===== src/rtl/stc_pkg.sv =====
package stc_pkg;

  // 2-bit level code used in each half of a label
  typedef enum logic [1:0] {
    LVL_NEG3 = 2'b00,
    LVL_NEG1 = 2'b01,
    LVL_POS3 = 2'b10,
    LVL_POS1 = 2'b11
  } lvl_e;

  localparam int N_TERMS = 4;  // received samples per pair (2 antennas x 2 slots)
  localparam int N_EST   = 2;  // symbols recovered per pair

endpackage


===== src/rtl/stc_slot_ctrl.sv =====
// Tracks which slot the next accepted sample belongs to and holds the slot-0 samples.
module stc_slot_ctrl #(
  parameter int SW = 6
) (
  input  logic                 clk,
  input  logic                 rst_n,
  input  logic                 in_valid,
  input  logic signed [SW-1:0] rx0_re,
  input  logic signed [SW-1:0] rx0_im,
  input  logic signed [SW-1:0] rx1_re,
  input  logic signed [SW-1:0] rx1_im,
  output logic                 slot_q,
  output logic                 fire,
  output logic signed [SW-1:0] r0_re,
  output logic signed [SW-1:0] r0_im,
  output logic signed [SW-1:0] r2_re,
  output logic signed [SW-1:0] r2_im
);

  logic slot_d;
  logic hold_en;

  always_comb begin
    slot_d  = slot_q;
    hold_en = 1'b0;
    if (in_valid) begin
      slot_d  = ~slot_q;
      hold_en = ~slot_q;
    end
  end

  assign fire = in_valid & slot_q;

  always_ff @(posedge clk or negedge rst_n) begin
    if (!rst_n) begin
      slot_q <= 1'b0;
    end else begin
      slot_q <= slot_d;
    end
  end

  always_ff @(posedge clk or negedge rst_n) begin
    if (!rst_n) begin
      r0_re <= '0;
      r0_im <= '0;
      r2_re <= '0;
      r2_im <= '0;
    end else if (hold_en) begin
      r0_re <= rx0_re;
      r0_im <= rx0_im;
      r2_re <= rx1_re;
      r2_im <= rx1_im;
    end
  end

endmodule


===== src/rtl/stc_cmul.sv =====
// Full-precision complex product with optional conjugation of either operand.
module stc_cmul #(
  parameter int AW     = 6,
  parameter int BW     = 6,
  parameter bit CONJ_A = 1'b0,
  parameter bit CONJ_B = 1'b0,
  localparam int PW    = AW + BW + 3
) (
  input  logic signed [AW-1:0] a_re,
  input  logic signed [AW-1:0] a_im,
  input  logic signed [BW-1:0] b_re,
  input  logic signed [BW-1:0] b_im,
  output logic signed [PW-1:0] p_re,
  output logic signed [PW-1:0] p_im
);

  localparam int MW = AW + BW + 2;

  logic signed [AW:0]   ar, ai;
  logic signed [BW:0]   br, bi;
  logic signed [MW-1:0] m_rr, m_ii, m_ri, m_ir;

  always_comb begin
    ar = {a_re[AW-1], a_re};
    br = {b_re[BW-1], b_re};
    if (CONJ_A) ai = -{a_im[AW-1], a_im};
    else        ai =  {a_im[AW-1], a_im};
    if (CONJ_B) bi = -{b_im[BW-1], b_im};
    else        bi =  {b_im[BW-1], b_im};
    m_rr = ar * br;
    m_ii = ai * bi;
    m_ri = ar * bi;
    m_ir = ai * br;
    p_re = {m_rr[MW-1], m_rr} - {m_ii[MW-1], m_ii};
    p_im = {m_ri[MW-1], m_ri} + {m_ir[MW-1], m_ir};
  end

endmodule


===== src/rtl/stc_sat_slice.sv =====
// Saturates one estimate component to OW bits and picks its nearest odd level.
module stc_sat_slice
  import stc_pkg::*;
#(
  parameter int IW = 17,
  parameter int OW = 12
) (
  input  logic signed [IW-1:0] val_in,
  output logic signed [OW-1:0] val_sat,
  output lvl_e                 lvl
);

  generate
    if (IW > OW) begin : g_clip
      localparam logic signed [IW-1:0] HI_LIM = IW'((64'sd1 <<< (OW - 1)) - 64'sd1);
      localparam logic signed [IW-1:0] LO_LIM = -HI_LIM - IW'(1);
      always_comb begin
        if (val_in > HI_LIM)      val_sat = HI_LIM[OW-1:0];
        else if (val_in < LO_LIM) val_sat = LO_LIM[OW-1:0];
        else                      val_sat = val_in[OW-1:0];
      end
    end else begin : g_extend
      assign val_sat = OW'(val_in);
    end
  endgenerate

  localparam logic signed [OW-1:0] TWO  = OW'(2);
  localparam logic signed [OW-1:0] MTWO = -TWO;

  always_comb begin
    if (val_sat < MTWO)        lvl = LVL_NEG3;
    else if (val_sat < 0)      lvl = LVL_NEG1;
    else if (val_sat < TWO)    lvl = LVL_POS1;
    else                       lvl = LVL_POS3;
  end

endmodule


===== src/rtl/stc2x2_combiner.sv =====
module stc2x2_combiner
  import stc_pkg::*;
#(
  parameter int SW = 6,
  parameter int HW = 6,
  parameter int OW = 12
) (
  input  logic                 clk,
  input  logic                 rst_n,
  input  logic                 in_valid,
  input  logic signed [SW-1:0] rx0_re,
  input  logic signed [SW-1:0] rx0_im,
  input  logic signed [SW-1:0] rx1_re,
  input  logic signed [SW-1:0] rx1_im,
  input  logic signed [HW-1:0] h0_re,
  input  logic signed [HW-1:0] h0_im,
  input  logic signed [HW-1:0] h1_re,
  input  logic signed [HW-1:0] h1_im,
  input  logic signed [HW-1:0] h2_re,
  input  logic signed [HW-1:0] h2_im,
  input  logic signed [HW-1:0] h3_re,
  input  logic signed [HW-1:0] h3_im,
  output logic                 out_valid,
  output logic signed [OW-1:0] s0_re,
  output logic signed [OW-1:0] s0_im,
  output logic signed [OW-1:0] s1_re,
  output logic signed [OW-1:0] s1_im,
  output logic [3:0]           s0_label,
  output logic [3:0]           s1_label
);

  localparam int PW   = HW + SW + 3;   // one complex product
  localparam int SUMW = PW + 2;        // sum of four products

  // ---------------- slot pairing ----------------
  logic                 slot_q;
  logic                 fire;
  logic signed [SW-1:0] r0_re, r0_im, r2_re, r2_im;

  stc_slot_ctrl #(.SW(SW)) u_slot (
    .clk      (clk),
    .rst_n    (rst_n),
    .in_valid (in_valid),
    .rx0_re   (rx0_re),
    .rx0_im   (rx0_im),
    .rx1_re   (rx1_re),
    .rx1_im   (rx1_im),
    .slot_q   (slot_q),
    .fire     (fire),
    .r0_re    (r0_re),
    .r0_im    (r0_im),
    .r2_re    (r2_re),
    .r2_im    (r2_im)
  );

  // operand arrays indexed by term / path
  logic signed [SW-1:0] r_re [N_TERMS];
  logic signed [SW-1:0] r_im [N_TERMS];
  logic signed [HW-1:0] g_re [N_TERMS];
  logic signed [HW-1:0] g_im [N_TERMS];

  always_comb begin
    r_re[0] = r0_re;   r_im[0] = r0_im;
    r_re[1] = rx0_re;  r_im[1] = rx0_im;
    r_re[2] = r2_re;   r_im[2] = r2_im;
    r_re[3] = rx1_re;  r_im[3] = rx1_im;
    g_re[0] = h0_re;   g_im[0] = h0_im;
    g_re[1] = h1_re;   g_im[1] = h1_im;
    g_re[2] = h2_re;   g_im[2] = h2_im;
    g_re[3] = h3_re;   g_im[3] = h3_im;
  end

  // ---------------- products ----------------
  // term t: gain conjugated on even t, sample conjugated on odd t;
  // estimate 0 pairs term t with path t, estimate 1 with path t^1.
  logic signed [PW-1:0] prod_re [N_EST][N_TERMS];
  logic signed [PW-1:0] prod_im [N_EST][N_TERMS];

  for (genvar k = 0; k < N_EST; k++) begin : g_est
    for (genvar t = 0; t < N_TERMS; t++) begin : g_term
      localparam int GI = (k == 0) ? t : (t ^ 1);
      stc_cmul #(
        .AW     (HW),
        .BW     (SW),
        .CONJ_A ((t % 2) == 0),
        .CONJ_B ((t % 2) == 1)
      ) u_mul (
        .a_re (g_re[GI]),
        .a_im (g_im[GI]),
        .b_re (r_re[t]),
        .b_im (r_im[t]),
        .p_re (prod_re[k][t]),
        .p_im (prod_im[k][t])
      );
    end
  end

  // ---------------- stage 1: product registers ----------------
  logic                 v1_q;
  logic signed [PW-1:0] prod_re_q [N_EST][N_TERMS];
  logic signed [PW-1:0] prod_im_q [N_EST][N_TERMS];

  always_ff @(posedge clk or negedge rst_n) begin
    if (!rst_n) begin
      v1_q <= 1'b0;
    end else begin
      v1_q <= fire;
    end
  end

  always_ff @(posedge clk or negedge rst_n) begin
    if (!rst_n) begin
      for (int k = 0; k < N_EST; k++) begin
        for (int t = 0; t < N_TERMS; t++) begin
          prod_re_q[k][t] <= '0;
          prod_im_q[k][t] <= '0;
        end
      end
    end else if (fire) begin
      for (int k = 0; k < N_EST; k++) begin
        for (int t = 0; t < N_TERMS; t++) begin
          prod_re_q[k][t] <= prod_re[k][t];
          prod_im_q[k][t] <= prod_im[k][t];
        end
      end
    end
  end

  // ---------------- combine ----------------
  logic signed [SUMW-1:0] sum_re [N_EST];
  logic signed [SUMW-1:0] sum_im [N_EST];

  always_comb begin
    for (int k = 0; k < N_EST; k++) begin
      sum_re[k] = '0;
      sum_im[k] = '0;
      for (int t = 0; t < N_TERMS; t++) begin
        if (k == 1 && (t % 2) == 1) begin
          sum_re[k] = sum_re[k] - SUMW'(prod_re_q[k][t]);
          sum_im[k] = sum_im[k] - SUMW'(prod_im_q[k][t]);
        end else begin
          sum_re[k] = sum_re[k] + SUMW'(prod_re_q[k][t]);
          sum_im[k] = sum_im[k] + SUMW'(prod_im_q[k][t]);
        end
      end
    end
  end

  // ---------------- saturate and slice ----------------
  logic signed [OW-1:0] sat_v [N_EST][2];
  lvl_e                 lvl_v [N_EST][2];

  for (genvar k = 0; k < N_EST; k++) begin : g_ss
    for (genvar c = 0; c < 2; c++) begin : g_comp
      stc_sat_slice #(.IW(SUMW), .OW(OW)) u_ss (
        .val_in  ((c == 0) ? sum_re[k] : sum_im[k]),
        .val_sat (sat_v[k][c]),
        .lvl     (lvl_v[k][c])
      );
    end
  end

  // ---------------- stage 2: output registers ----------------
  logic signed [OW-1:0] s0_re_d, s0_im_d, s1_re_d, s1_im_d;
  logic [3:0]           s0_lab_d, s1_lab_d;

  always_comb begin
    s0_re_d  = sat_v[0][0];
    s0_im_d  = sat_v[0][1];
    s1_re_d  = sat_v[1][0];
    s1_im_d  = sat_v[1][1];
    s0_lab_d = {lvl_v[0][0], lvl_v[0][1]};
    s1_lab_d = {lvl_v[1][0], lvl_v[1][1]};
  end

  always_ff @(posedge clk or negedge rst_n) begin
    if (!rst_n) begin
      out_valid <= 1'b0;
    end else begin
      out_valid <= v1_q;
    end
  end

  always_ff @(posedge clk or negedge rst_n) begin
    if (!rst_n) begin
      s0_re    <= '0;
      s0_im    <= '0;
      s1_re    <= '0;
      s1_im    <= '0;
      s0_label <= '0;
      s1_label <= '0;
    end else if (v1_q) begin
      s0_re    <= s0_re_d;
      s0_im    <= s0_im_d;
      s1_re    <= s1_re_d;
      s1_im    <= s1_im_d;
      s0_label <= s0_lab_d;
      s1_label <= s1_lab_d;
    end
  end

endmodule


===== config.mk =====
export PLATFORM = sky130hd
export DESIGN_NAME = stc2x2_combiner
export DESIGN_NICKNAME = d
export VERILOG_FILES = /design/src/rtl/stc_pkg.sv /design/src/rtl/stc_slot_ctrl.sv /design/src/rtl/stc_cmul.sv /design/src/rtl/stc_sat_slice.sv /design/src/rtl/stc2x2_combiner.sv
export SDC_FILE = /design/constraint.sdc
export NUM_CORES = 2
export LEC_CHECK = 0
export ABC_AREA = 0
export BUFFER_PORTS_ARGS = -buffer_cell sky130_fd_sc_hd__buf_2
export CAP_MARGIN = 10
export CORE_AREA = 2 2 359 361
export DETAILED_ROUTE_END_ITERATION = 8
export DIE_AREA = 0 0 361 363
export GPL_ROUTABILITY_DRIVEN = 0
export PLACE_DENSITY_LB_ADDON = 0.2
export SYNTH_ARGS = -nofsm -noshare
export SYNTH_HDL_FRONTEND = slang
export SYNTH_SLANG_ARGS = --single-unit

===== constraint.sdc =====
create_clock -name clk -period 5.7 [get_ports clk]
set_input_delay 0.57 -clock clk [delete_from_list [all_inputs] [get_ports clk]]
set_output_delay 0.57 -clock clk [all_outputs]
set_load 0.05 [all_outputs]

======== After elaboration in Yosys (flattened, before gate mapping) ========
Cells that the tools add are included.
word-level totals
  flip-flop bits (word level) ............. 323
  input port bits ......................... 75
  output and inout port bits .............. 57
  logic and storage cells ................. 138
operators by class
  add/subtract/negate cells ............... 34
  $mul .................................... 32
  $lt $le $gt $ge ......................... 20
  muxes and demuxes ....................... 21
  bitwise gates (word level) .............. 2
operator list
  kind                                                                             count
  6-bit by 6-bit multiplier with 12-bit output                                     16
  12-bit by 13-bit subtractor with 14-bit output                                   8
  6-bit by 7-bit multiplier with 13-bit output                                     8
  7-bit by 6-bit multiplier with 13-bit output                                     8
  12-bit two-way mux                                                               8
  16-bit by 15-bit adder with 17-bit output                                        4
  17-bit by 12-bit > comparator with 1-bit output (second input constant)          4
  17-bit by 12-bit less-than comparator with 1-bit output (second input constant)  4
  12-bit by 13-bit adder with 14-bit output                                        4
  13-bit by 12-bit adder with 14-bit output                                        4
  12-bit by 1-bit less-than comparator with 1-bit output (second input constant)   4
  12-bit by 2-bit less-than comparator with 1-bit output (second input constant)   4
  12-bit by 3-bit less-than comparator with 1-bit output (second input constant)   4
  7-bit negation                                                                   6
  17-bit by 15-bit adder with 17-bit output                                        2
  17-bit by 15-bit subtractor with 17-bit output                                   2
  15-bit by 15-bit adder with 16-bit output                                        2
  15-bit by 15-bit subtractor with 16-bit output                                   2
  2-bit two-way mux                                                                8
  1-bit two-way mux                                                                5
  1-bit AND                                                                        1
  1-bit inverter                                                                   1

======== Longest topological paths before layout ========
  word-level depth ........................ 10
  mapped depth ............................ 26
  mapped depth without buffers ............ 24

======== By module ========
Synthesis repeated with hierarchy kept, for this count alone.
unflattened totals
  cell total of the unflattened synthesis .. 7741
  area total of the unflattened synthesis .. 73679.4 um^2
modules (own cells, without submodules)
  module                                instances  cells an instance  area each (um^2)  sequential area each (um^2)
  stc2x2_combiner                       1          1595               16960.0           7457.2
  stc_cmul at g_est[1].g_term[1].u_mul  1          758                6916.6            0.0
  stc_cmul at g_est[0].g_term[1].u_mul  1          754                6902.9            0.0
  stc_cmul at g_est[0].g_term[3].u_mul  1          761                6895.4            0.0
  stc_cmul at g_est[1].g_term[3].u_mul  1          750                6861.6            0.0
  stc_cmul at g_est[0].g_term[0].u_mul  1          737                6834.1            0.0
  stc_cmul at g_est[0].g_term[2].u_mul  1          739                6796.5            0.0
  stc_cmul at g_est[1].g_term[2].u_mul  1          734                6791.5            0.0
  stc_cmul at g_est[1].g_term[0].u_mul  1          730                6777.8            0.0
  stc_slot_ctrl                         1          55                 1052.3            625.6
  stc_sat_slice                         4          32                 222.7             0.0

======== Worst setup path after synthesis ========
OpenSTA, ideal clock, no wires.
  path kind ............................... input-to-reg
  start point ............................. in h0_im[1]
  end point ............................... reg prod_im_q[118] (netlist name)
  library setup time ...................... 133 ps
  arrival ................................. 6414 ps
  data required time ...................... 5567 ps
  slack ................................... -847 ps
  cell stages on the path ................. 26
  path buffers ............................ 2
  path through ............................ clkbuf_1 -> inv_1 -> ha_1 -> nor3b_1 -> xnor2_1 -> clkbuf_1 -> nand2_1 -> fa_1 -> fa_1 -> inv_1 -> fa_1 -> inv_1 -> fa_1 -> inv_1 -> fa_1 -> fa_1 -> ha_1 -> a21o_1 -> a21oi_1 -> o21bai_1 -> a21oi_1 -> o21bai_1 -> a211o_1 -> a21oi_1 -> xnor2_1 -> o21ai_0
between the ends
  cells in the longest elaborated chain, start to end .. 3
RTL lines
  what                                          RTL line                source
  start: declaration                            stc2x2_combiner.sv:16   input logic signed [HW-1:0] h0_im,
  7-bit negation                                stc_cmul.sv:26          if (CONJ_A) ai = -{a_im[AW-1], a_im};
  7-bit by 6-bit multiplier with 13-bit output  stc_cmul.sv:33          m_ir = ai * br;
  12-bit by 13-bit adder with 14-bit output     stc_cmul.sv:35          p_im = {m_ri[MW-1], m_ri} + {m_ir[MW-1], m_ir};
  end signal: indexed assignment                stc2x2_combiner.sv:123  prod_im_q[k][t] <= prod_im[k][t];
  end: declaration                              stc2x2_combiner.sv:101  logic signed [PW-1:0] prod_im_q [N_EST][N_TERMS];
No other way between the ends.
A chain may end at the register's enable or synchronous reset.

======== Final worst setup path ========
  start point ............................. in rx0_im[3]
  end point ............................... reg prod_re_q[43] (netlist name)
between the ends
  cells in the longest elaborated chain, start to end .. 3
RTL lines
  what                                            RTL line                source
  start: declaration                              stc2x2_combiner.sv:12   input logic signed [SW-1:0] rx0_im,
  7-bit negation                                  stc_cmul.sv:28          if (CONJ_B) bi = -{b_im[BW-1], b_im};
  6-bit by 7-bit multiplier with 13-bit output    stc_cmul.sv:31          m_ii = ai * bi;
  12-bit by 13-bit subtractor with 14-bit output  stc_cmul.sv:34          p_re = {m_rr[MW-1], m_rr} - {m_ii[MW-1], m_ii};
  end signal: indexed assignment                  stc2x2_combiner.sv:122  prod_re_q[k][t] <= prod_re[k][t];
  end: declaration                                stc2x2_combiner.sv:100  logic signed [PW-1:0] prod_re_q [N_EST][N_TERMS];
No other way between the ends.

==> out/results.ini <==
[run_status]
status=finished, violations left
violations=setup timing

[worst_hold_path]
holdPathStages=2
hp-class=in -> reg
min-delay-start=in_valid
whs_endpoint=u_slot.slot_q$_DFFE_PN0P_

[clock_network]
cts_htree_levels=2
cts.path.max_buffers=3
cts_tree=yes
clkSlewWorstSetupHoldPaths_ps=60
cts_sinks=307
cts_made_buffers=42
insertion_delay_ps=620
root_buffer=clkbuf_16

[synthesis]
syn_nets=9531
synth_top_area_share_pct=39.2
yosys_most_used_dff=dfrtp_1
yosys-top-cells-area=fa_1 (39%), ha_1 (15%), dfrtp_1 (11%), inv_1 (7.9%), and2_1 (4.9%)
synth-edff-count=0
netlist_area_um2=69700
synth_cells=7252
yosysSeqAreaShare_pct=11.0
synth.distinct_cells=79
syn_avg_cell_area_um2=9.61
async_flop_share_pct=100
synth_seq_cells=307
yosys.area.top_type=fa_1
synth_warnings=0

[timing]
min_period_ps=5780
fin_skew_ps=34.0
rsz0062_at_grt=yes
drv_slew=0
fin_crit_sh_pct=101
hold_violations=0
maxSlewHeadroom_pct=14.1
worst_slew_pin_slew_ps=1290
setup_viol=8
setup_ws_ps=-84.3
fmax_mhz=173

[drt]
wl_per_cell_um=20.4
drt.antenna.violating_nets=0
first_pass_iters=6
finalWirelength_mm=199
first_iter_violations=3786
remaining_drc_errors=0
vias_per_cell=5.40
dr_total_vias=52700

[global_routing]
grt_overflow=0
grt_pass1_wl_mm=315
grt_usage_pct=31.1
antenna_found_initial=8
grt_max_degree=239
grt_pass1_vias=56400

[worst_setup_path]
endpoint_kind=flop
r2r-end=prod_im_q[88]$_DFFE_PN0P_
cp_num_buf_inv=4
worst_setup_path_start_kind=input port
crit_top_cell=fa_1
worstSetupPathType=in -> reg
cp_max_fo=5
critical_path.top_delay_family=adder cells
slowest_delay_ps=520
rrSetupSlack_ps=-10
worstPathCellList=buf_8 -> nor3_4 -> and3_4 -> xnor2_4 -> and2_4 -> fa_1 -> inv_2 -> fa_1 -> inv_2 -> fa_1 -> fa_1 -> inv_1 -> fa_1 -> fa_1 -> ha_1 -> nor2b_4 -> o21a_1 -> o22a_1 -> a41o_1 -> o41a_1 -> xnor2_1 -> o21ai_1
arrival_ps=6260
worstRegToRegCells=21
slowest_stage=fa_1
r2r-start=u_slot.r2_im[1]$_DFFE_PN0P_
cp.required_ps=6170

[floorplanning]
ioPinCount=132
die_width_um=361
die-area_um2=131000
core_area_um2=127000
core.rowCount=131
start_util_pct=54.8
die_h_um=363

[run]
maxCapViolations=0

[placed_design]
dp_hpwl_mm=168
pre_cts_slack_ps=-817
place.port_buffers=131
place_area_um2=79000

[layout]
n_fill_cell=10300
design_area_um2=82200
area_growth_pct=17.9
final_util_pct=64.7
fin_nets=10400
drive_gt1_share_pct=19.0

layout by cell type, fill, tap and decap left out, types with 34 or more instances in the layout:
cell type / Yosys / layout
nor2_1: 166 / 158
nand2_1: 780 / 756
clkbuf_16: 0 / 43
mux2_2: 53 / 53
a21oi_1: 145 / 89
fa_1: 1365 / 1359
o21ai_0: 257 / 200
xor2_1: 133 / 128
xnor2_1: 234 / 216
nor2b_1: 61 / 55
buf_4: 0 / 879
buf_2: 0 / 112
o21ai_1: 3 / 52
a21oi_2: 1 / 48
o21a_1: 35 / 35
and2_1: 547 / 533
o21bai_1: 42 / 34
dfrtp_1: 307 / 296
inv_1: 1461 / 1427
buf_6: 1 / 35
a21o_1: 47 / 47
ha_1: 839 / 805
nand2b_1: 124 / 124
cell families after synthesis:
logic type	after synthesis	synth area share, %
mux	59	0.943
compound gates	709	6.45
xor+xnor	368	4.64
simple gates	1854	13.2
buf+inv	1751	9.44
fa+ha+maj	2204	54.3
flops	307	11.0
registers in the layout, indices dropped and copies added, names as in the netlist, 12 cells and up:
name       count
prod_im_q    112
prod_re_q    112
s0_im         12
s0_re         12
s1_im         12
s1_re         12
metrics by stage:
step                cells  hold slack, ps  setup TNS, ps
floorplan            7252             274          -8730
detailed placement   9632             470         -54450
global route         9769             233          -5890
global placement     9632             461         -46630
CTS                  9724             208           -107
finish               9771             228           -273
synthesized netlist by cell type, drive strengths merged, types with 35 or more instances:
| master | count |
|---|---|
| a21o | 47 |
| a21oi | 146 |
| and2 | 547 |
| clkbuf | 283 |
| dfrtp | 307 |
| fa | 1365 |
| ha | 839 |
| inv | 1462 |
| mux2 | 53 |
| nand2 | 781 |
| nand2b | 124 |
| nor2 | 167 |
| nor2b | 61 |
| nor3 | 44 |
| o21a | 35 |
| o21ai | 260 |
| o21bai | 42 |
| xnor2 | 234 |
| xor2 | 134 |
metal layers:
layer  GRT usage (%)  vias up  part of all wire (%)
met1            43.6    26800                    43
li1                -    23800                     -
met2            49.6     1749                    46
met3            4.61      375                   7.2
met4            11.0        4                   4.3
met5               0        -                 0.012
final cells by class:
cell class / instances / area, um^2 / share of cell area, %
clock inverters: 29 / 409 / 0.498
diodes: 2 / 5.00 / 0.00609
well taps: 1662 / 2080 / 2.53
multi-input cells: 5194 / 57000 / 69.4
repair buffers: 1065 / 8280 / 10.1
inverters: 1463 / 5530 / 6.73
clock buffers: 49 / 1130 / 1.37
flip-flops and latches: 307 / 7700 / 9.37
how the worst max path moves through the flow:
stage / start / endpoint / depth (start not counted)
2_1_floorplan: rx0_im[3] / prod_im_q[43]$_DFFE_PN0P_ / 24
3_3_place_gp: rx0_im[0] / prod_im_q[103]$_DFFE_PN0P_ / 25
3_5_place_dp: rx1_im[4] / prod_im_q[71]$_DFFE_PN0P_ / 24
4_1_cts: rx0_im[3] / prod_im_q[43]$_DFFE_PN0P_ / 25
5_1_grt: rx0_im[3] / prod_im_q[43]$_DFFE_PN0P_ / 25
6_report: rx0_im[3] / prod_re_q[43]$_DFFE_PN0P_ / 22
repair_timing:
| action | 4_1_cts | 5_1_grt |
|---|---|---|
| hold buffers | 1 | 0 |
| pin swaps | 62 | 241 |
| buffers inserted | 13 | 48 |
| setup endpoints to repair | 28 | 70 |
| endpoints found under the hold margin | 60 | 0 |
| gates cloned | 0 | 2 |
| resized for setup | 51 | 260 |
Power is left out: the tool's default activity adds up to more than one toggle a clock period on the data nets, which glitch-free logic cannot reach.
